### src/rtl/pgen_pkg.sv
package pgen_pkg;

    // generator coefficient for message bit i and parity column j
    function automatic logic coef_bit(input int i, input int j);
        return ((5 * i + 3 * j + i * j) % 7) < 3;
    endfunction

    function automatic int ceil_div(input int a, input int b);
        return (a + b - 1) / b;
    endfunction

endpackage

### src/rtl/pgen_coef_rom.sv
module pgen_coef_rom
    import pgen_pkg::*;
#(
    parameter int K     = 32,
    parameter int NPAR  = 11,
    parameter int LANES = 4,
    parameter int GW    = 2
) (
    input  logic [GW-1:0]               grp_i,
    output logic [LANES-1:0][K-1:0]     col_o
);
    localparam int NCOL = (2 ** GW) * LANES;

    function automatic logic [NCOL-1:0][K-1:0] build_table();
        logic [NCOL-1:0][K-1:0] t;
        for (int j = 0; j < NCOL; j++) begin
            for (int i = 0; i < K; i++) begin
                t[j][i] = (j < NPAR) ? coef_bit(i, j) : 1'b0;
            end
        end
        return t;
    endfunction

    localparam logic [NCOL-1:0][K-1:0] TABLE = build_table();

    for (genvar l = 0; l < LANES; l++) begin : g_col
        assign col_o[l] = TABLE[int'(grp_i) * LANES + l];
    end

endmodule

### src/rtl/pgen_lane.sv
module pgen_lane #(
    parameter int K = 32
) (
    input  logic [K-1:0] msg_i,
    input  logic [K-1:0] col_i,
    input  logic         en_i,
    output logic         bit_o
);
    // AND stage then balanced XOR reduction
    assign bit_o = en_i & (^(msg_i & col_i));
endmodule

### src/rtl/pgen_top.sv
module pgen_top
    import pgen_pkg::*;
#(
    parameter int K     = 32,
    parameter int NPAR  = 11,
    parameter int LANES = 4
) (
    input  logic             clk,
    input  logic             rst_n,
    input  logic             start_i,
    input  logic [K-1:0]     msg_i,
    output logic             busy_o,
    output logic [LANES-1:0] par_o,
    output logic             valid_o,
    output logic             last_o,
    output logic [LANES-1:0] lane_mask_o
);
    localparam int NGRP = ceil_div(NPAR, LANES);
    localparam int GW   = (NGRP > 1) ? $clog2(NGRP) : 1;

    typedef struct packed {
        logic          active;
        logic [GW-1:0] grp;
        logic [K-1:0]  msg;
    } state_t;

    state_t st_d, st_q;
    logic   at_last;
    logic [LANES-1:0]        lane_en;
    logic [LANES-1:0][K-1:0] cols;

    always_comb begin
        st_d    = st_q;
        at_last = st_q.active && (st_q.grp == GW'(NGRP - 1));
        if (st_q.active) begin
            if (at_last) st_d.active = 1'b0;
            else         st_d.grp    = st_q.grp + 1'b1;
        end
        if (start_i && !(st_q.active && !at_last)) begin
            st_d.active = 1'b1;
            st_d.grp    = '0;
            st_d.msg    = msg_i;
        end
        for (int l = 0; l < LANES; l++) begin
            lane_en[l] = st_q.active && ((int'(st_q.grp) * LANES + l) < NPAR);
        end
    end

    always_ff @(posedge clk) begin
        if (!rst_n) st_q <= '0;
        else        st_q <= st_d;
    end

    pgen_coef_rom #(.K(K), .NPAR(NPAR), .LANES(LANES), .GW(GW)) u_rom (
        .grp_i (st_q.grp),
        .col_o (cols)
    );

    for (genvar l = 0; l < LANES; l++) begin : g_lane
        pgen_lane #(.K(K)) u_lane (
            .msg_i (st_q.msg),
            .col_i (cols[l]),
            .en_i  (lane_en[l]),
            .bit_o (par_o[l])
        );
    end

    assign valid_o     = st_q.active;
    assign last_o      = at_last;
    assign busy_o      = st_q.active && !at_last;
    assign lane_mask_o = lane_en;

endmodule

### config.mk
export PLATFORM = sky130hd
export DESIGN_NAME = pgen_top
export DESIGN_NICKNAME = d
export VERILOG_FILES = /design/src/rtl/pgen_pkg.sv /design/src/rtl/pgen_coef_rom.sv /design/src/rtl/pgen_lane.sv /design/src/rtl/pgen_top.sv
export SDC_FILE = /design/constraint.sdc
export NUM_CORES = 1
export LEC_CHECK = 0
export CAP_MARGIN = 20
export CORE_MARGIN = 10
export CORE_UTILIZATION = 53
export DETAILED_ROUTE_END_ITERATION = 16
export GPL_ROUTABILITY_DRIVEN = 0
export PLACE_DENSITY_LB_ADDON = 0.1
export SLEW_MARGIN = 20
export SYNTH_ARGS = -nofsm -noshare
export SYNTH_HDL_FRONTEND = slang
export SYNTH_SLANG_ARGS = --single-unit
### constraint.sdc
create_clock -name clk -period 5.5 [get_ports clk]
set_input_delay 1.65 -clock clk [delete_from_list [all_inputs] [get_ports clk]]
set_output_delay 1.65 -clock clk [all_outputs]
set_load 0.1 [all_outputs]
; Yosys cells after proc, flatten, opt, wreduce, memory -nomap -nowiden
; Memory sizes are Yosys's and may differ from the RTL's.
; Index checks and enable logic that the tools add are counted.
; W data, S select, Z words.
[word_totals]
mem_bits_ro = 1536
word_cells = 56
ram_bits = 0
latch_bits = 0
mem_count = 3
ff_bits = 35
out_inout_bits = 11
[memory_table]
columns = memory, words, width, read_ports, rd_clocked_by_memory_dff, wr, line
row1 = (no name shown), 16, 32, 1, 0, 0, pgen_coef_rom.sv:27  ; assign col_o[l] = TABLE[int'(grp_i) * LANES + l];
row2 = (no name shown), 16, 32, 1, 0, 0, pgen_coef_rom.sv:27
row3 = (no name shown), 16, 32, 1, 0, 0, pgen_coef_rom.sv:27
[op_classes]
bitwise_logic = 10
mul = 0
n_shift = 0
n_lt_le_gt_ge = 8
eq_ne = 1
reduce_logical = 15
mux = 12
add_sub_neg = 4
div_mod_pow = 0
[op_table]
columns = operator, n
row1 = $mux W32, 7
row2 = $and A32 B32 Y32, 4
row3 = $reduce_xor A32 Y1, 4
row4 = $lt A32 B5 Y1 const B, 3
row5 = $lt A32 B6 Y1 const B, 3
row6 = $bmux W32 S2, 1
row7 = $mux W35, 1
row8 = $add A4 B2 Y5 const B, 2
row9 = $logic_and A1 B1 Y1, 7
row10 = $add A4 B1 Y5 const B, 1
row11 = $lt A4 B5 Y1 const B, 1
row12 = $and A1 B1 Y1, 4
row13 = $lt A4 B4 Y1 const B, 1
row14 = $mux W3, 1
row15 = $add A2 B1 Y2 const B, 1
row16 = $eq A2 B2 Y1 const B, 1
row17 = $logic_not A1 Y1, 2
row18 = $mux W2, 1
row19 = $not A1 Y1, 2
row20 = $reduce_and A2 Y1, 1
row21 = $reduce_or A2 Y1, 1
row22 = $mux W1, 1

; Longest topological paths before layout
; Gate-level depths: netlist of the first run.
[logic_depth]
depth_word = 7
depth_mapped = 10

; Cells and area by module
; A second synthesis of the first run with hierarchy kept.
[hier_totals]
hier_cells = 544
hier_area_um2 = 4053.9
[modules_own_cells]
columns = module, cells_each, instances, area_per_inst_um2, seq_area_each_um2
row1 = pgen_lane, 64, 4, 397.9, 0.0
row2 = pgen_top, 159, 1, 1491.4, 700.7
row3 = pgen_coef_rom, 129, 1, 970.9, 0.0

; Worst setup path before layout of the first run
; OpenSTA, ideal clock, no wires.
[synth_path]
kind = register to output
from = register st_q, in the netlist valid_o
to = output port busy_o
path_buffers = 1
required_ps = 3850
t_arrival_ps = 2147
stages_incl_launch_ff = 3
setup_slack_ps = 1703
cell_sequence = dfxtp_1 nor2b_1 clkbuf_1
[synth_between]
elab_chain_cells = 3
[synth_lines]
columns = item, line
row1 = from (decl), pgen_top.sv:27  ; state_t st_d, st_q;
row2 = from (signal assigned), pgen_top.sv:51  ; else st_q <= st_d;
row3 = $logic_and A1 B1 Y1, pgen_top.sv:34  ; at_last = st_q.active && (st_q.grp == GW'(NGRP - 1));
row4 = $logic_not A1 Y1, pgen_top.sv:70  ; assign busy_o = st_q.active && !at_last;
row5 = $logic_and A1 B1 Y1 *, pgen_top.sv:70
row6 = to (decl), pgen_top.sv:12  ; output logic busy_o,
; Every way passes the cells marked *; elsewhere a longest branch is shown, timed or not.

; Worst setup path in the final report of the first run
[layout_path]
from = register st_q[32] in the netlist's numbering
to = output port busy_o
[layout_between]
elab_chain_cells = 4
[layout_lines]
columns = item, line
row1 = $eq A2 B2 Y1, pgen_top.sv:34
row2 = $logic_and A1 B1 Y1, pgen_top.sv:34
row3 = $logic_not A1 Y1, pgen_top.sv:70
row4 = $logic_and A1 B1 Y1, pgen_top.sv:70
; No other way between the ends.

==> summary.txt, run 1 <==
met1 GRT Util: 13.6%
Root Buffer: clkbuf_4
capture point of the worst path: busy_o
First-pass DRT Iterations: 4
syn nets: 269
period utilisation layout: 80.5%
post-synthesis cell area: 1910 µm²
WL/cell: 12.1 µm
endpoint class of the critical path: output pin
outcome: completed
Initial Utilization: 55.8%
n_diodes: 0
Vias/cell: 4.71
Ys Warns: 0
total wire length: 3720 µm
CTS tree: yes
die area: 6400 µm²
Design Power: 702 µW
CP Max Fanout: 8
r2r startpoint: st_q[32]
type of the tightest min-delay check: register to register
Num CTS Buffers: 5
minimum clock period: 4430 ps
clk_lat worst skew: 340 ps
grt met3 use: 4.95%
GRT busiest layer: met2
Clock Path Buffers: 2
final instance area: 2350 µm²
global-route usage over all layers: 12.4%
Final Core Density: 68.7%
number of global-route vias before repair: 1467
grt total ovfl: 0
Peak supply drop: 192 µV
area of the multi-input gates: 1180 µm²
CP required: 3850 ps
site row count: 21
DIE WIDTH: 80.0 µm
Die H: 80.0 µm
clock sinks: 31
Synth Register Bits: 31
Clk pin slew, worst setup/hold paths: 90 ps
HPWL Detailed: 2920 µm
share of layout cells above drive strength 1: 5.36%
fmax: 226 MHz
R2R setup slack: 3030 ps
FF+latch area: 621 µm²
pin count of the biggest net entering global routing: 32
post-synthesis instance total: 230
CP arrival: 2780 ps
CORE AREA: 3420 µm²
Fin. Hold Viols: 0
Synth Area per Inst: 8.29 µm²
Via Count: 1447
Netlist cell types: 23
first-pass GRT wire length: 6380 µm
Setup Buffers After CTS: 0
DRC errors left: 0
I/O Pins: 46
post-route insts no fill: 307
initial antenna violation count: 0
# resized after CTS: 0
max-slew violations: 0
clk_skew: 8.58 ps
Final setup viols: 0
Slew HR: 31.5%
DRT antenna net count: 0
Startpoint Class: register
RSZ-0062 raised after global routing: false
htree depth: 2
Post-CTS Hold Buffers: 0
Worst Setup SP: st_q[32]
Starting DRT DRC Count: 48
IO Port Bufs: 41
Seq/Total Area, Yosys: 32.5%
r2r endpoint: st_q[3]
nets: 299
DP Area: 2270 µm²
Layout area overhead: 23.1%
FILL cells: 301
Max Cap Viol: 0
Pleak: 0.000925 µW
Placed Cells incl. Taps: 299
sum of negative setup slack: 0 ps
R2R cell count: 6
GRT met2 Usage: 20.9%
slew at the pin closest to its max-slew limit: 1030 ps
critical path class: register to output pin
PD cells: 299 nW/µm²
[critical path: stages (launching register included)]
cell	delay, ps
dfxtp_1	370
inv_1	90
ha_1	260
nor2b_1	480
clkdlybuf4s50_1	1240
[cell usage in the layout, fill, tap and decap left out, types with 4 or more instances in the layout]
cell	synthesis	final
nor2_1	7	7
xor2_1	15	15
buf_4	8	4
inv_1	4	4
ha_1	4	4
dfxtp_1	31	31
clkbuf_4	0	5
a21boi_0	28	28
nand2_1	69	69
clkdlybuf4s50_1	0	37
xnor2_1	29	29
xnor3_1	5	5
[metal layers]
metal,routed length (µm),share of wire (%),vias to the layer above
met5,0,0,-
met2,1710,46,31
li1,-,-,773
met4,59,1.6,0
met3,231,6.2,5
met1,1720,46,638
[cell usage after synthesis (all sizes together)]
cell	instances	share of area, %
inv	4	0.79
a21boi	28	11
and2	3	0.98
nor2b	4	1.3
nand2b	2	0.66
dfxtp	31	33
buf	11	3.7
o21a	2	0.79
clkbuf	7	1.4
ha	4	2.6
xnor2	30	14
o21ai	1	0.26
xor2	15	6.9
xnor3	5	5.9
nand2	69	14
a21oi	3	0.79
nor3b	1	0.39
nand3	1	0.26
nor2	7	1.4
nor3	2	0.52
[registers in the layout, summed over array words and instances, names as in the netlist]
| signal | cells |
|---|---|
| st_q | 30 |
| valid_o | 1 |
[logic make-up after synthesis]
kind of cell             share of synthesized area [%]
AO/OA/AOI/OAI                                     12.9
flip-flops                                        32.5
buffers and inverters                             5.91
adder cells (fa/ha/maj)                           2.62
XOR/XNOR                                          27.0
AND/OR/NAND/NOR                                   19.1
[final cells by class]
cell class / instances / area share [%]
timing repair buffer: 41 / 17.1
sequential: 31 / 26.4
inverter: 4 / 0.640
clock inverter: 1 / 0.320
multi-input combinational: 177 / 50.3
clock buffer: 7 / 2.77
tap: 46 / 2.45
[per-stage QoR]
step	hold WS (ps)	setup slack, ps
6_report	478	1070
5_1_grt	508	897
4_1_cts	484	1120
3_5_place_dp	470	1500
3_3_place_gp	463	1520
2_1_floorplan	444	1700
[power by group]
| group | internal [µW] | switching (µW) |
|---|---|---|
| Clock | 74.6 | 80.0 |
| Sequential | 238 | 12.4 |
| Combinational | 124 | 173 |
[how the worst min path moves through the flow]
| stage | startpoint | endpoint | slack (ps) | depth (start not counted) |
|---|---|---|---|---|
| floorplan | st_q[16] | st_q[16] | 440 | 2 |
| CTS | st_q[9] | st_q[9] | 480 | 2 |
| finish | st_q[9] | st_q[9] | 480 | 2 |
| detailed placement | st_q[9] | st_q[9] | 470 | 2 |
| global placement | st_q[16] | st_q[16] | 460 | 2 |
| global route | st_q[16] | st_q[16] | 510 | 2 |
Note: power is estimated with default switching activity, not from simulation.
==> run 2: changes to the inputs <==
--- a/config.mk
+++ b/config.mk
@@ -7,7 +7,7 @@
 export LEC_CHECK = 0
 export CAP_MARGIN = 20
 export CORE_MARGIN = 10
-export CORE_UTILIZATION = 53
+export CORE_UTILIZATION = 45
 export DETAILED_ROUTE_END_ITERATION = 16
 export GPL_ROUTABILITY_DRIVEN = 0
 export PLACE_DENSITY_LB_ADDON = 0.1
==> constraint.sdc (replaced) <==
create_clock -name clk -period 4.05 [get_ports clk]
set_input_delay 1.215 -clock clk [delete_from_list [all_inputs] [get_ports clk]]
set_output_delay 1.215 -clock clk [all_outputs]
set_load 0.1 [all_outputs]
==> run 2 against run 1 <==
Against the previous run: sequential cell count unchanged; first-iteration DRC count up 8.3%; total power up 46%; setup slack worse by 790 ps; clock power up 69%; worst hold slack worse by 5.9 ps; cell count up 2.0%; largest power group unchanged.
==> summary.txt, run 2 (synthesized netlist as in run 1, its figures left out) <==
outcome: completed
clk_lat worst skew: 280 ps (-60 ps)
CP Max Fanout: 2 (-6)
sw power: 362 µW (+36%)
# resized after CTS: 0 (unchanged)
die area: 7240 µm² (+13%)
site row count: 23 (+9.5%)
n_diodes: 0 (unchanged)
Num CTS Buffers: 5 (unchanged)
FF+latch area: 621 µm² (unchanged)
critical path class: register to output pin
htree depth: 2 (unchanged)
commonest non-fill, non-tap cell in the layout: nand2_1
period utilisation layout: 92.9%
DP Area: 2300 µm² (+1.3%)
area of the multi-input gates: 1180 µm² (-0.42%)
FILL cells: 378 (+26%)
minimum clock period: 3760 ps
Final Core Density: 59.1% (-9.6 points)
Final setup viols: 0 (unchanged)
max-slew violations: 0 (unchanged)
DRC errors left: 0 (unchanged)
RSZ-0062 raised after global routing: false
CTS tree: yes
CORE AREA: 4060 µm² (+19%)
Fin. Hold Viols: 0 (unchanged)
sequential share of power: 33.2% (-2.5 points)
Clk pin slew, worst setup/hold paths: 60 ps (-30 ps)
Post-CTS Hold Buffers: 0 (unchanged)
CP Buf/Inv Count: 1 (-1)
first-pass GRT wire length: 6400 µm (+0.33%)
Setup Buffers After CTS: 0 (unchanged)
IO Port Bufs: 41 (unchanged)
dpl ws: 573 ps (-923 ps)
nets: 301 (+0.67%)
Critical Path Max Stage Delay: 430 ps (-810 ps)
Clk pwr share: 25.5% (+3.5 points)
Starting DRT DRC Count: 52 (+8.3%)
type of the tightest min-delay check: register to register
clock sinks: 31 (unchanged)
most used cell, CP: xnor3_1
Worst path top cell family by delay: XOR/XNOR gates
combinational share of power: 41.3% (-1.0 points)
fin worst setup slack: 289 ps (-785 ps)
hold path depth: 2 (unchanged)
Layout area overhead: 25.9%
Vias/cell: 4.63 (-1.8%)
First-pass DRT Iterations: 4 (unchanged)
P_int: 663 µW (+52%)
HPWL Detailed: 3020 µm (+3.5%)
CP required: 2830 ps (-1020 ps)
DRT antenna net count: 0 (unchanged)
Startpoint Class: register
endpoint class of the critical path: output pin
Peak supply drop: 214 µV (+11%)
fmax: 266 MHz
R2R setup slack: 2140 ps (-890 ps)
Slew HR: 35.3% (+3.8 points)
sum of negative setup slack: 0 ps (unchanged)
I/O Pins: 46 (unchanged)
switching portion of total power: 35.3% (-2.5 points)
critical path depth in cells: 8 (+4)
share of layout cells above drive strength 1: 7.98% (+2.6 points)
Top reg by flops: st_q
pin count of the biggest net entering global routing: 32 (unchanged)
number of global-route vias before repair: 1341 (-8.6%)
Clock Path Buffers: 2 (unchanged)
CP max stage cell: xnor3_1
Via Count: 1448 (+0.069%)
Design Power: 1030 µW (+46%)
initial antenna violation count: 0 (unchanged)
crit-path cells: xnor3_1 > xnor3_1 > nand2_1 > xnor3_1 > xnor2_1 > xnor2_1 > nor2_1 > buf_12
R2R cell count: 7 (+1)
slew at the pin closest to its max-slew limit: 968 ps (-59.5 ps)
number of flip-flops in the largest register: 30 (unchanged)
clk_skew: 2.12 ps (-6.46 ps)
DIE WIDTH: 85.1 µm (+6.4%)
total wire length: 3820 µm (+2.8%)
Die H: 85.1 µm (+6.4%)
most frequent cells in the layout: nand2_1 (69), clkdlybuf4s50_1 (31), dfxtp_1 (31)
Root Buffer: clkbuf_8
global-route usage over all layers: 10.7% (-1.7 points)
WL/cell: 12.2 µm (+0.86%)
Pleak: 0.000959 µW (+3.7%)
Max Cap Viol: 0 (unchanged)
grt total ovfl: 0 (unchanged)
CP arrival: 2550 ps (-230 ps)
Initial Utilization: 47.0% (-8.8 points)
PD cells: 427 nW/µm² (+43%)
final instance area: 2400 µm² (+2.2%)
## run 2: cell types whose count changed in the layout (fill, tap and decap cells not counted), moves of 2 or more
cell,previous run,this run
buf_4,4,10
buf_12,0,2
clkbuf_4,5,0
clkdlybuf4s50_1,37,31
clkbuf_8,2,7
## run 2: stage by stage
stage,hold slack (ps),cells
2_1_floorplan,444,230
3_3_place_gp,464,305
3_5_place_dp,477,305
4_1_cts,483,313
5_1_grt,501,313
6_report,473,313
## run 2: layout make-up
class	instances	area share, %
inverters	4	0.626
flip-flops and latches	31	25.9
clock buffers	8	4.17
repair buffers	43	17.7
well taps	50	2.61
multi-input cells	177	49.0
## run 2: power by group through the flow
stage / sequential [µW] / combinational (µW) / clock, µW
floorplan: 349 / 336 / 0
global placement: 348 / 426 / 0
detailed placement: 348 / 428 / 0
CTS: 341 / 429 / 270
global route: 343 / 455 / 286
finish: 340 / 423 / 262
## run 2: per-layer routing
metal  wire length, µm  up-vias  track usage (%)  share of wire, %
met1              1750      626             12.3                46
met3               264        6             4.68               6.9
met4                58        0             4.64               1.5
met5                 0        -                0                 0
met2              1740       33             16.9                46
li1                  -      783                -                 -
## run 2: final timing paths
| path | from | to |
|---|---|---|
| max | st_q[16] | par_o[0] |
| min | st_q[16] | st_q[16] |
| max reg2reg | st_q[32] | st_q[0] |
| min reg2reg | st_q[16] | st_q[16] |
## run 2: tightest hold or removal path: stages, from the launching register on
cell,delay [ps]
dfxtp_1,310
nand2_1,50
a21boi_0,60
==> run 3: changes to the inputs <==
--- a/config.mk
+++ b/config.mk
@@ -8,8 +8,8 @@
 export CAP_MARGIN = 20
 export CORE_MARGIN = 10
 export CORE_UTILIZATION = 45
+export CTS_CLUSTER_DIAMETER = 80
 export DETAILED_ROUTE_END_ITERATION = 16
-export GPL_ROUTABILITY_DRIVEN = 0
 export PLACE_DENSITY_LB_ADDON = 0.1
 export SLEW_MARGIN = 20
 export SYNTH_ARGS = -nofsm -noshare
==> results of run 3 <==
The final DEF is identical to that of run 2; final timing and power are the same.
